## src/rtl/spi_burst_pkg.sv

```systemverilog
package spi_burst_pkg;

  localparam int WORD_W = 32;

  typedef enum logic [2:0] {
    ST_IDLE,
    ST_SETUP,
    ST_SHIFT,
    ST_HOLD,
    ST_GAP
  } seq_state_e;

  // Converts a duration in SCLK periods into system clock cycles.
  function automatic int unsigned sys_ticks(input int unsigned sclk_periods,
                                            input int unsigned div);
    return sclk_periods * div;
  endfunction

  // Limits a requested word count to the transmit buffer size.
  function automatic int unsigned clamp_len(input int unsigned req,
                                            input int unsigned max_words);
    return (req > max_words) ? max_words : req;
  endfunction

endpackage

```

## src/rtl/spi_rate_timer.sv

```systemverilog
module spi_rate_timer #(
  parameter int PERIOD_W = 16
) (
  input  logic                clk,
  input  logic                rst_n,
  input  logic                en,
  input  logic [PERIOD_W-1:0] period,
  output logic                tick
);

  logic [PERIOD_W-1:0] cnt;

  assign tick = en && (period != '0) && (cnt >= period - PERIOD_W'(1));

  always_ff @(posedge clk or negedge rst_n) begin
    if (!rst_n)      cnt <= '0;
    else if (!en)    cnt <= '0;
    else if (tick)   cnt <= '0;
    else             cnt <= cnt + PERIOD_W'(1);
  end

endmodule

```

## src/rtl/spi_word_shifter.sv

```systemverilog
module spi_word_shifter
  import spi_burst_pkg::*;
#(
  parameter int DIV = 4
) (
  input  logic              clk,
  input  logic              rst_n,
  input  logic              load,
  input  logic [WORD_W-1:0] load_word,
  input  logic              miso,
  output logic              sclk,
  output logic              mosi,
  output logic              word_done,
  output logic [WORD_W-1:0] rx_word
);

  localparam int HALF = DIV / 2;
  localparam int PW   = (DIV > 2) ? $clog2(DIV) : 1;
  localparam int BW   = $clog2(WORD_W);

  logic              active;
  logic [PW-1:0]     ph;
  logic [BW-1:0]     bitn;
  logic [WORD_W-1:0] txsh;
  logic [WORD_W-1:0] rxsh;

  wire rise_now = active && (ph == PW'(HALF - 1));
  wire fall_now = active && (ph == PW'(DIV - 1));
  wire last_bit = (bitn == BW'(WORD_W - 1));

  assign mosi = txsh[WORD_W-1];

  always_ff @(posedge clk or negedge rst_n) begin
    if (!rst_n) begin
      active    <= 1'b0;
      ph        <= '0;
      bitn      <= '0;
      txsh      <= '0;
      rxsh      <= '0;
      rx_word   <= '0;
      sclk      <= 1'b0;
      word_done <= 1'b0;
    end else begin
      word_done <= 1'b0;
      if (load) begin
        active <= 1'b1;
        ph     <= '0;
        bitn   <= '0;
        txsh   <= load_word;
        sclk   <= 1'b0;
      end else if (active) begin
        ph <= fall_now ? '0 : ph + PW'(1);
        if (rise_now) begin
          sclk <= 1'b1;
          rxsh <= {rxsh[WORD_W-2:0], miso};
        end
        if (fall_now) begin
          sclk <= 1'b0;
          if (last_bit) begin
            active    <= 1'b0;
            word_done <= 1'b1;
            rx_word   <= rxsh;
          end else begin
            bitn <= bitn + BW'(1);
            txsh <= {txsh[WORD_W-2:0], 1'b0};
          end
        end
      end
    end
  end

endmodule

```

## src/rtl/spi_rx_fifo.sv

```systemverilog
module spi_rx_fifo #(
  parameter int W     = 32,
  parameter int DEPTH = 32
) (
  input  logic                   clk,
  input  logic                   rst_n,
  input  logic                   push,
  input  logic [W-1:0]           push_data,
  input  logic                   pop,
  output logic [W-1:0]           pop_data,
  output logic                   empty,
  output logic                   drop,
  output logic [$clog2(DEPTH):0] level
);

  localparam int AW = $clog2(DEPTH);
  localparam int LW = AW + 1;

  logic [W-1:0]  mem [DEPTH];
  logic [AW-1:0] wr_ptr;
  logic [AW-1:0] rd_ptr;

  wire full     = (level == LW'(DEPTH));
  wire do_push  = push && !full;
  wire do_pop   = pop && !empty;

  assign empty    = (level == '0);
  assign drop     = push && full;
  assign pop_data = mem[rd_ptr];

  always_ff @(posedge clk) begin
    if (do_push) mem[wr_ptr] <= push_data;
  end

  always_ff @(posedge clk or negedge rst_n) begin
    if (!rst_n) begin
      wr_ptr <= '0;
      rd_ptr <= '0;
      level  <= '0;
    end else begin
      if (do_push) wr_ptr <= wr_ptr + AW'(1);
      if (do_pop)  rd_ptr <= rd_ptr + AW'(1);
      case ({do_push, do_pop})
        2'b10:   level <= level + LW'(1);
        2'b01:   level <= level - LW'(1);
        default: level <= level;
      endcase
    end
  end

endmodule

```

## src/rtl/spi_burst_master.sv

```systemverilog
module spi_burst_master
  import spi_burst_pkg::*;
#(
  parameter int DIV        = 4,
  parameter int SETUP_SCLK = 2,
  parameter int HOLD_SCLK  = 3,
  parameter int GAP_SCLK   = 3,
  parameter int MAX_WORDS  = 32,
  parameter int RX_DEPTH   = 32,
  parameter int PERIOD_W   = 16
) (
  input  logic                          clk,
  input  logic                          rst_n,
  input  logic                          trig,
  input  logic                          timer_en,
  input  logic [PERIOD_W-1:0]           period,
  input  logic [$clog2(MAX_WORDS+1)-1:0] burst_len,
  input  logic                          tx_wr,
  input  logic [$clog2(MAX_WORDS)-1:0]  tx_addr,
  input  logic [31:0]                   tx_data,
  input  logic                          rx_rd,
  output logic [31:0]                   rx_data,
  output logic                          rx_empty,
  output logic [$clog2(RX_DEPTH):0]     rx_level,
  output logic                          sclk,
  output logic                          mosi,
  input  logic                          miso,
  output logic                          cs_n,
  output logic                          busy,
  output logic                          done,
  output logic                          overrun,
  output logic                          rx_ovf
);

  localparam int LEN_W   = $clog2(MAX_WORDS + 1);
  localparam int IDX_W   = $clog2(MAX_WORDS);
  localparam int TMR_W   = 16;
  localparam int SETUP_T = sys_ticks(SETUP_SCLK, DIV);
  localparam int HOLD_T  = sys_ticks(HOLD_SCLK, DIV);
  localparam int GAP_T   = sys_ticks(GAP_SCLK, DIV);

  seq_state_e        state;
  logic [TMR_W-1:0]  tmr;
  logic [LEN_W-1:0]  len_q;
  logic [LEN_W-1:0]  idx;
  logic              cs_q;
  logic              done_q;
  logic              ovr_q;
  logic              ovf_q;
  logic [WORD_W-1:0] txbuf [MAX_WORDS];

  // Named internal events, also observed by the bound checker.
  logic              tick;
  logic              start_req;
  logic              start_ok;
  logic              start_rej;
  logic              word_end;
  logic              load_word;
  logic              fifo_drop;
  logic [WORD_W-1:0] rx_word;
  logic [LEN_W-1:0]  eff_len;

  assign eff_len   = LEN_W'(clamp_len(int'(burst_len), MAX_WORDS));
  assign start_req = trig || tick;
  assign start_ok  = start_req && (state == ST_IDLE) && (eff_len != '0);
  assign start_rej = start_req && (state != ST_IDLE);
  assign load_word = (state == ST_SETUP) && (tmr == '0);

  wire tmr_zero  = (tmr == '0);
  wire last_word = (idx == len_q - LEN_W'(1));

  spi_rate_timer #(.PERIOD_W(PERIOD_W)) u_timer (
    .clk    (clk),
    .rst_n  (rst_n),
    .en     (timer_en),
    .period (period),
    .tick   (tick)
  );

  spi_word_shifter #(.DIV(DIV)) u_shift (
    .clk       (clk),
    .rst_n     (rst_n),
    .load      (load_word),
    .load_word (txbuf[idx[IDX_W-1:0]]),
    .miso      (miso),
    .sclk      (sclk),
    .mosi      (mosi),
    .word_done (word_end),
    .rx_word   (rx_word)
  );

  spi_rx_fifo #(.W(WORD_W), .DEPTH(RX_DEPTH)) u_rxq (
    .clk       (clk),
    .rst_n     (rst_n),
    .push      (word_end),
    .push_data (rx_word),
    .pop       (rx_rd),
    .pop_data  (rx_data),
    .empty     (rx_empty),
    .drop      (fifo_drop),
    .level     (rx_level)
  );

  always_ff @(posedge clk) begin
    if (tx_wr) txbuf[tx_addr] <= tx_data;
  end

  // Burst sequencer: setup -> shift -> hold -> (gap -> setup ...)
  always_ff @(posedge clk or negedge rst_n) begin
    if (!rst_n) begin
      state  <= ST_IDLE;
      tmr    <= '0;
      len_q  <= '0;
      idx    <= '0;
      cs_q   <= 1'b1;
      done_q <= 1'b0;
      ovr_q  <= 1'b0;
      ovf_q  <= 1'b0;
    end else begin
      done_q <= 1'b0;
      if (start_rej) ovr_q <= 1'b1;
      if (fifo_drop) ovf_q <= 1'b1;
      case (state)
        ST_IDLE: if (start_ok) begin
          len_q <= eff_len;
          idx   <= '0;
          tmr   <= TMR_W'(SETUP_T - 1);
          cs_q  <= 1'b0;
          state <= ST_SETUP;
        end
        ST_SETUP: begin
          if (tmr_zero) state <= ST_SHIFT;
          else          tmr   <= tmr - TMR_W'(1);
        end
        ST_SHIFT: if (word_end) begin
          // One cycle already elapsed since the last falling edge.
          tmr   <= TMR_W'(HOLD_T - 2);
          state <= ST_HOLD;
        end
        ST_HOLD: begin
          if (tmr_zero) begin
            cs_q <= 1'b1;
            if (last_word) begin
              state  <= ST_IDLE;
              done_q <= 1'b1;
            end else begin
              idx   <= idx + LEN_W'(1);
              tmr   <= TMR_W'(GAP_T - 1);
              state <= ST_GAP;
            end
          end else begin
            tmr <= tmr - TMR_W'(1);
          end
        end
        ST_GAP: begin
          if (tmr_zero) begin
            cs_q  <= 1'b0;
            tmr   <= TMR_W'(SETUP_T - 1);
            state <= ST_SETUP;
          end else begin
            tmr <= tmr - TMR_W'(1);
          end
        end
        default: state <= ST_IDLE;
      endcase
    end
  end

  assign cs_n    = cs_q;
  assign busy    = (state != ST_IDLE);
  assign done    = done_q;
  assign overrun = ovr_q;
  assign rx_ovf  = ovf_q;

endmodule

```

## config.mk

```make
export PLATFORM = sky130hd
export DESIGN_NAME = spi_burst_master
export DESIGN_NICKNAME = d
export VERILOG_FILES = /design/src/rtl/spi_burst_pkg.sv /design/src/rtl/spi_rate_timer.sv /design/src/rtl/spi_word_shifter.sv /design/src/rtl/spi_rx_fifo.sv /design/src/rtl/spi_burst_master.sv
export SDC_FILE = /design/constraint.sdc
export NUM_CORES = 2
export LEC_CHECK = 0
export BUFFER_PORTS_ARGS = -buffer_cell sky130_fd_sc_hd__buf_2
export CORE_ASPECT_RATIO = 1.1
export CORE_MARGIN = 2
export CORE_UTILIZATION = 50
export CTS_BUF_LIST = sky130_fd_sc_hd__clkbuf_8
export DETAILED_ROUTE_END_ITERATION = 6
export PLACE_DENSITY = 0.68
export SLEW_MARGIN = 15
export SYNTH_ARGS = -nofsm -noshare
export SYNTH_HDL_FRONTEND = slang
export SYNTH_SLANG_ARGS = --single-unit
```

## constraint.sdc

```tcl
create_clock -name clk -period 3.5 [get_ports clk]
set_input_delay 0.35 -clock clk [delete_from_list [all_inputs] [get_ports clk]]
set_output_delay 0.35 -clock clk [all_outputs]
set_load 0.005 [all_outputs]
```

======== Word-level counts from Yosys, hierarchy flattened ========
Memory sizes are Yosys's and may differ from the RTL's.
Index checks and enable logic that the tools add are counted.
cells by class
  $add $sub $neg .......................... 11
  bitwise operators ....................... 1
  order comparisons ....................... 2
  multiplexer cells ....................... 56
  reduce and logical (&&, ||, !) cells .... 36
  eq/ne operators ......................... 20
operators by type and width
  kind                                                                   number
  16-bit two-way mux                                                     8
  32-bit two-way mux                                                     4
  16-bit case mux with 5 select lines                                    1
  16-bit by 1-bit subtractor with 16-bit output, second input constant   2
  6-bit two-way mux                                                      4
  6-bit case mux with 2 select lines                                     2
  1-bit two-way mux                                                      22
  5-bit two-way mux                                                      4
  3-bit two-way mux                                                      6
  16-bit by 1-bit adder with 16-bit output, second input constant        1
  16-bit greater-or-equal comparator                                     1
  16-bit logical NOT                                                     1
  16-bit nonzero test                                                    1
  5-bit by 1-bit adder with 5-bit output, second input constant          3
  3-bit case mux with 5 select lines                                     1
  2-bit != test, second input constant                                   7
  6-bit by 1-bit adder with 6-bit output, second input constant          2
  4-bit AND reduction                                                    3
  6-bit by 1-bit subtractor with 6-bit output, second input constant     2
  1-bit logical AND                                                      11
  5-bit AND reduction                                                    2
  3-bit nonzero test                                                     3
  2-bit nonzero test                                                     4
  3-bit by 2-bit equality test with 1-bit output, second input constant  2
  other kinds (22)                                                       29
storage, ports and cells
  logic and storage cells ................. 148
  bits in writable memories ............... 2048
  memories ................................ 2
  input bits .............................. 66
  output and inout bits ................... 46
  bits in registers ....................... 173
memory list
  name       words  bits a word  read ports  clocked after memory_dff  write ports  line                    RTL
  txbuf      32     32           1           0                         1            spi_burst_master.sv:50  logic [WORD_W-1:0] txbuf [MAX_WORDS];
  u_rxq.mem  32     32           1           0                         1            spi_rx_fifo.sv:19       logic [W-1:0] mem [DEPTH];

======== Depth between registers and ports, before layout ========
  depth after elaboration ................. 8
  depth in mapped cells ................... 15
  depth with buffers taken out ............ 14

======== Cells and area by module ========
From an unflattened synthesis, not the netlist that was laid out.
second synthesis, totals
  cell total of the unflattened synthesis .. 4097
  area total of the unflattened synthesis .. 86943.4 um2
modules (own cells, without submodules)
  module            times used  area an instance (um2)  cells an instance
  spi_burst_master  1           41188.3                 1767
  spi_rx_fifo       1           39868.2                 1811
  spi_word_shifter  1           4434.3                  355
  spi_rate_timer    1           1452.6                  164

======== Least setup slack after synthesis ========
Ideal clock, no wire load.
  kind .................................... input -> register
  start point ............................. in period[2]
  end point ............................... reg tmr[3]
  setup time .............................. 0.125 ns
  required time ........................... 3.375 ns
  slack ................................... -0.448 ns
  path buffers ............................ 1
  arrival ................................. 3.823 ns
  stages .................................. 14
  path through ............................ or4_4 nor3_4 nor4b_1 nand3b_1 xor2_1 ha_1 a21o_1 a21o_1 a2111oi_0 nand3_1 and4_4 o22a_4 buf_6 mux2_4
on the way
  longest elaborated chain between the ends .. 8
  elaborated cells between the ends (all ways) .. 10
ends and longest elaborated chain
  what                                                                                         line                     RTL
  from (decl)                                                                                  spi_burst_master.sv:16   input logic [PERIOD_W-1:0] period,
  16-bit by 1-bit subtractor with 16-bit output / 16-bit nonzero test (equally long branches)  spi_rate_timer.sv:13     assign tick = en && (period != '0) && (cnt >= period - PERIOD_W'(1));
  16-bit greater-or-equal comparator / 1-bit logical AND (equally long branches)               spi_rate_timer.sv:13
  1-bit logical AND (*)                                                                        spi_rate_timer.sv:13
  1-bit logical OR (*)                                                                         spi_burst_master.sv:64   assign start_req = trig || tick;
  1-bit logical AND (*) (2 in a row)                                                           spi_burst_master.sv:65   assign start_ok = start_req && (state == ST_IDLE) && (eff_len != '0);
  2-bit != test (no source line) (*)                                                           n/a
  5-bit AND reduction (no source line) (*)                                                     n/a
  to (signal assigned)                                                                         spi_burst_master.sv:127  tmr <= TMR_W'(SETUP_T - 1);
  to (signal assigned)                                                                         spi_burst_master.sv:133  else tmr <= tmr - TMR_W'(1);
  to (signal assigned)                                                                         spi_burst_master.sv:137  tmr <= TMR_W'(HOLD_T - 2);
  to (decl)                                                                                    spi_burst_master.sv:43   logic [TMR_W-1:0] tmr;
Every way passes the cells marked *; elsewhere a longest branch is shown, timed or not.
A chain may end at the register's enable or synchronous reset.

======== Final worst setup path ========
  start point ............................. reg u_rxq.rd_ptr[0]
  end point ............................... out rx_data[24]
on the way
  longest elaborated chain between the ends .. 1
ends and longest elaborated chain
  what                    line                    RTL
  from (decl)             spi_rx_fifo.sv:21       logic [AW-1:0] rd_ptr;
  from (signal assigned)  spi_rx_fifo.sv:42       if (do_pop) rd_ptr <= rd_ptr + AW'(1);
  memory 32 x 32 bit      n/a
  to (decl)               spi_burst_master.sv:22  output logic [31:0] rx_data,
Every way passes these cells.

==> results.py <==
metrics = {
    "outcome": {
        "status": "complete, but fails checks",
        "failed_checks": "setup timing",
    },
    "grt": {
        "antenna_found_initial": 7,
        "grt_max_degree": 77,
        "grt_overflow": 0,
        "first_pass_grt_wire_length_um": 292900,
        "grt_util_all_layers": 0.2318,
        "number_of_global_route_vias_before_repair": 42980,
    },
    "synth": {
        "synth_top_area_frac": 0.7139,
        "synth_seq_cells": 2221,
        "synth.avg_cell_area_sq_um": 22.60,
        "postSynth.topFlopCell": "sky130_fd_sc_hd__edfxtp_1",
        "ys_seq_area_frac": 0.7642,
        "mappedNetlistNets": 3914,
        "ys_top_cells_by_area": "sky130_fd_sc_hd__edfxtp_1 (71%), sky130_fd_sc_hd__mux4_2 (17%), sky130_fd_sc_hd__dfrtp_1 (5.0%)",
        "yosys_warnings": 0,
        "number_of_enable_type_register_cells_in_the_synthesized_netlist": 2048,
        "post_synth_num_cell_types": 61,
        "netlist_instances": 3812,
        "synth.largest_area_cell": "sky130_fd_sc_hd__edfxtp_1",
        "syn-cell-area_sq_um": 86140,
        "synth-async-reset-ratio": 0.07789,
    },
    "clock_tree": {
        "cts.sinks": 2221,
        "clock_latency_ns": 1.06,
        "cts_made_buffers": 355,
        "worst_setup_hold_path_clk_slew_ns": 0.06,
        "clock_tree_from_tritoncts": "built",
        "ctsHtreeMaxLevel": 5,
        "cts.root.buffer_cell": "sky130_fd_sc_hd__clkbuf_8",
        "ctsLongestPathBuffers": 4,
    },
    "timing": {
        "tightestPinTransition_ns": 1.089,
        "min_period_over_period": 1.077,
        "achievable-frequency_ghz": 0.2652,
        "final_max_slew_viol_count": 0,
        "worst_clock_skew_ns": 0.09693,
        "report.final.setup_viol": 32,
        "min_period_ns": 3.771,
        "timing.final.ws_setup_ns": -0.2709,
        "setup_tns_ns": -6.433,
        "final-hold-violation-count": 0,
        "maxSlewHeadroom": 0.2743,
        "setup_repair_after_global_routing_missed_its_margin": "yes",
    },
    "route": {
        "drt_pre_antenna_iters": 5,
        "drt-wirelength-per-cell_um": 29.20,
        "drt-vias-per-instance": 6.023,
        "antenna_violating_nets_post_route": 0,
        "drc": 0,
        "routed_wirelength_um": 201700,
        "drt-initial-drc-count": 3677,
        "num_vias": 41610,
    },
    "floorplanning": {
        "design.portCount": 112,
        "die_h_um": 439.3,
        "placeableCoreArea_sq_um": 170900,
        "rows": 159,
        "floorplan.initialDensity": 0.5041,
        "die_width_um": 399.8,
        "design.die.area_sq_um": 175600,
    },
    "cells_and_area": {
        "most_frequent_standard_cell_in_the_layout_excluding_fill_and_tap_cells": "sky130_fd_sc_hd__edfxtp_1",
        "filler_cell_count": 12080,
        "area_growth_syn_to_layout_pct": 15.39,
        "layout.cells.most_common_list": "sky130_fd_sc_hd__edfxtp_1 (2,048), sky130_fd_sc_hd__mux4_2 (640), sky130_fd_sc_hd__clkbuf_8 (379), sky130_fd_sc_hd__inv_1 (166), sky130_fd_sc_hd__dfrtp_1 (162)",
        "final_design_instance_area_without_fill_sq_um": 99400,
        "layout-drive-gt1-share": 0.3469,
        "num-nets-final": 4484,
    },
    "power_and_ir_drop": {
        "static-leakage-power_nw": 30.56,
        "comb_power_share": 0.112,
        "vdd_drop_max_mv": 0.4756,
        "power_per_cell_area_nw_per_um2": 561.2,
        "net-switching-power_w": 0.01313,
        "cellInternalPower_w": 0.04265,
        "fin_total_pwr_w": 0.05579,
        "clockPowerShare": 0.361,
        "power.share.switching": 0.2354,
        "power.share.sequential": 0.527,
    },
    "job": {
        "number_of_max_cap_violations": 0,
    },
    "placed_design": {
        "post-place-ws_ns": -0.4168,
        "detailedPlacementHpwl_um": 111000,
        "place.port_buffers": 111,
        "routabilityCongestion": 0.7790,
        "placed_area_sq_um": 91380,
    },
    "critical_path": {
        "critical_path.n_buffers_inverters": 3,
        "cpLargestDelayFamily": "multiplexers",
        "critical_path.max_stage_delay_ns": 0.52,
        "worstPathRequired_ns": 3.15,
        "criticalPathCategory": "flip-flop to output port",
        "worstPathCellList": "buf_12 -> bufbuf_16 -> mux4_2 -> mux4_2 -> mux2_4 -> buf_2",
        "endpoint_kind": "output port",
        "path_common_cell": "sky130_fd_sc_hd__mux4_2",
        "crit_path_slowest_cell": "sky130_fd_sc_hd__mux4_2",
        "worst-path-max-fanout": 10,
        "worstPathArrival_ns": 3.42,
        "critical_path.startpoint_type": "flip-flop",
    },
    "hold_path": {
        "timing.hold.worst.class": "input pin to flip-flop",
    },
}
-- tightest hold or removal path, stage by stage --
cell and delay (ns):
sky130_fd_sc_hd__buf_2 0.11, sky130_fd_sc_hd__nand3b_1 0.08, sky130_fd_sc_hd__buf_4 0.26, sky130_fd_sc_hd__nor2_4 0.16
-- logic make-up after synthesis --
| family | share of synthesized area |
|---|---|
| multiplexers | 0.1854 |
| AO/OA/AOI/OAI | 0.007945 |
| flip-flops | 0.7642 |
| buffers and inverters | 0.009470 |
| XOR/XNOR | 0.005490 |
| AND/OR/NAND/NOR | 0.02221 |
| adder cells (fa/ha/maj) | 0.005316 |
-- cell usage after synthesis, types with 5 or more instances --
cell type and count:
sky130_fd_sc_hd__a31oi_1 13, sky130_fd_sc_hd__buf_2 10, sky130_fd_sc_hd__buf_1 53, sky130_fd_sc_hd__mux2_2 101
sky130_fd_sc_hd__nand2b_1 7, sky130_fd_sc_hd__or2_2 6, sky130_fd_sc_hd__xor2_1 29, sky130_fd_sc_hd__mux2i_1 37
sky130_fd_sc_hd__nand4_1 10, sky130_fd_sc_hd__nand3_1 18, sky130_fd_sc_hd__dfrtp_1 172, sky130_fd_sc_hd__nand3b_1 10
sky130_fd_sc_hd__a21oi_1 54, sky130_fd_sc_hd__ha_1 35, sky130_fd_sc_hd__or3_1 5, sky130_fd_sc_hd__o21ai_0 18
sky130_fd_sc_hd__a21o_1 5, sky130_fd_sc_hd__nand2_1 121, sky130_fd_sc_hd__nor3_1 19, sky130_fd_sc_hd__mux4_2 640
sky130_fd_sc_hd__nor2_1 123, sky130_fd_sc_hd__inv_1 23, sky130_fd_sc_hd__xnor2_1 25, sky130_fd_sc_hd__edfxtp_1 2048
sky130_fd_sc_hd__and3_1 45, sky130_fd_sc_hd__clkbuf_1 125
-- path summary, 6_finish.rpt --
check,start,to,slack (ns),depth (start not counted)
worst max register to register,u_timer.cnt[0],len_q[5],0.35,10
worst min-delay path,tx_addr[0],txbuf[13][5],0.12,4
max in group asynchronous,rst_n,u_shift.bitn[0],2.54,4
min in group asynchronous,rst_n,u_shift.txsh[5],0.50,4
worst min register to register,rx_ovf,rx_ovf,0.49,1
worst max-delay path,u_rxq.rd_ptr[0],rx_data[24],-0.27,6
-- power groups by stage --
stage          registers, W  clock network, W  logic, W
2_1_floorplan        0.0296                 0   0.00341
3_3_place_gp         0.0300                 0   0.00489
3_5_place_dp         0.0301                 0   0.00491
4_1_cts              0.0294            0.0206   0.00595
5_1_grt              0.0294            0.0217   0.00661
6_report             0.0294            0.0201   0.00626
-- layer usage --
metal	part of all wire	global-route usage	up-vias
met2	0.53	0.3988	1613
li1	-	-	17210
met3	0.064	0.04290	348
met4	0.028	0.07337	4
met5	0.00012	0	-
met1	0.38	0.2999	22430
-- final cells by class --
type                            instances  area [sq um]  area share
Sequential cell                      2221         65860      0.6626
Multi-Input combinational cell       1379         20090      0.2022
Tap cell                             2254          2820     0.02837
Antenna cell                            4         10.01   0.0001007
Clock buffer                          379          5216     0.05248
Timing Repair Buffer                  402          4136     0.04161
Inverter                               23         86.33   0.0008685
Clock inverter                        246          1175     0.01182
-- flip-flops by register name, summed over array words and instances (netlist names) --
| name | count |
|---|---|
| cs_n | 1 |
| done | 1 |
| idx | 6 |
| len_q | 6 |
| overrun | 1 |
| rx_ovf | 1 |
| state | 3 |
| tmr | 16 |
| txbuf | 1024 |
| u_rxq.level | 6 |
| u_rxq.mem | 1024 |
| u_rxq.rd_ptr | 5 |
| u_rxq.wr_ptr | 5 |
| u_shift.active | 1 |
| u_shift.bitn | 5 |
| u_shift.ph | 2 |
| u_shift.rx_word | 32 |
| u_shift.rxsh | 32 |
| u_shift.sclk | 1 |
| u_shift.txsh | 32 |
| u_shift.word_done | 1 |
| u_timer.cnt | 16 |
-- per-stage QoR --
| stage | utilization | instances | hold WS [ns] |
|---|---|---|---|
| final | 0.5817 | 6908 | 0.1240 |
| after global routing | 0.5816 | 6906 | 0.07060 |
| after CTS | 0.5794 | 6887 | 0.009043 |
| after detailed placement | 0.5347 | 6182 | 0.4352 |
| after global placement | 0.5347 | 6182 | 0.4294 |
| after floorplan | - | 3812 | 0.05441 |
-- timing repair --
| item | in CTS | in global routing |
|---|---|---|
| endpoints found under the hold margin | 1279 | 0 |
| buffers inserted | 15 | 8 |
| pin swaps | 0 | 0 |
| gates cloned | 8 | 9 |
| hold buffers | 57 | 0 |
| setup endpoints to repair | 32 | 33 |
| gates resized for setup | 52 | 20 |
(Power assumes the default switching activity.)
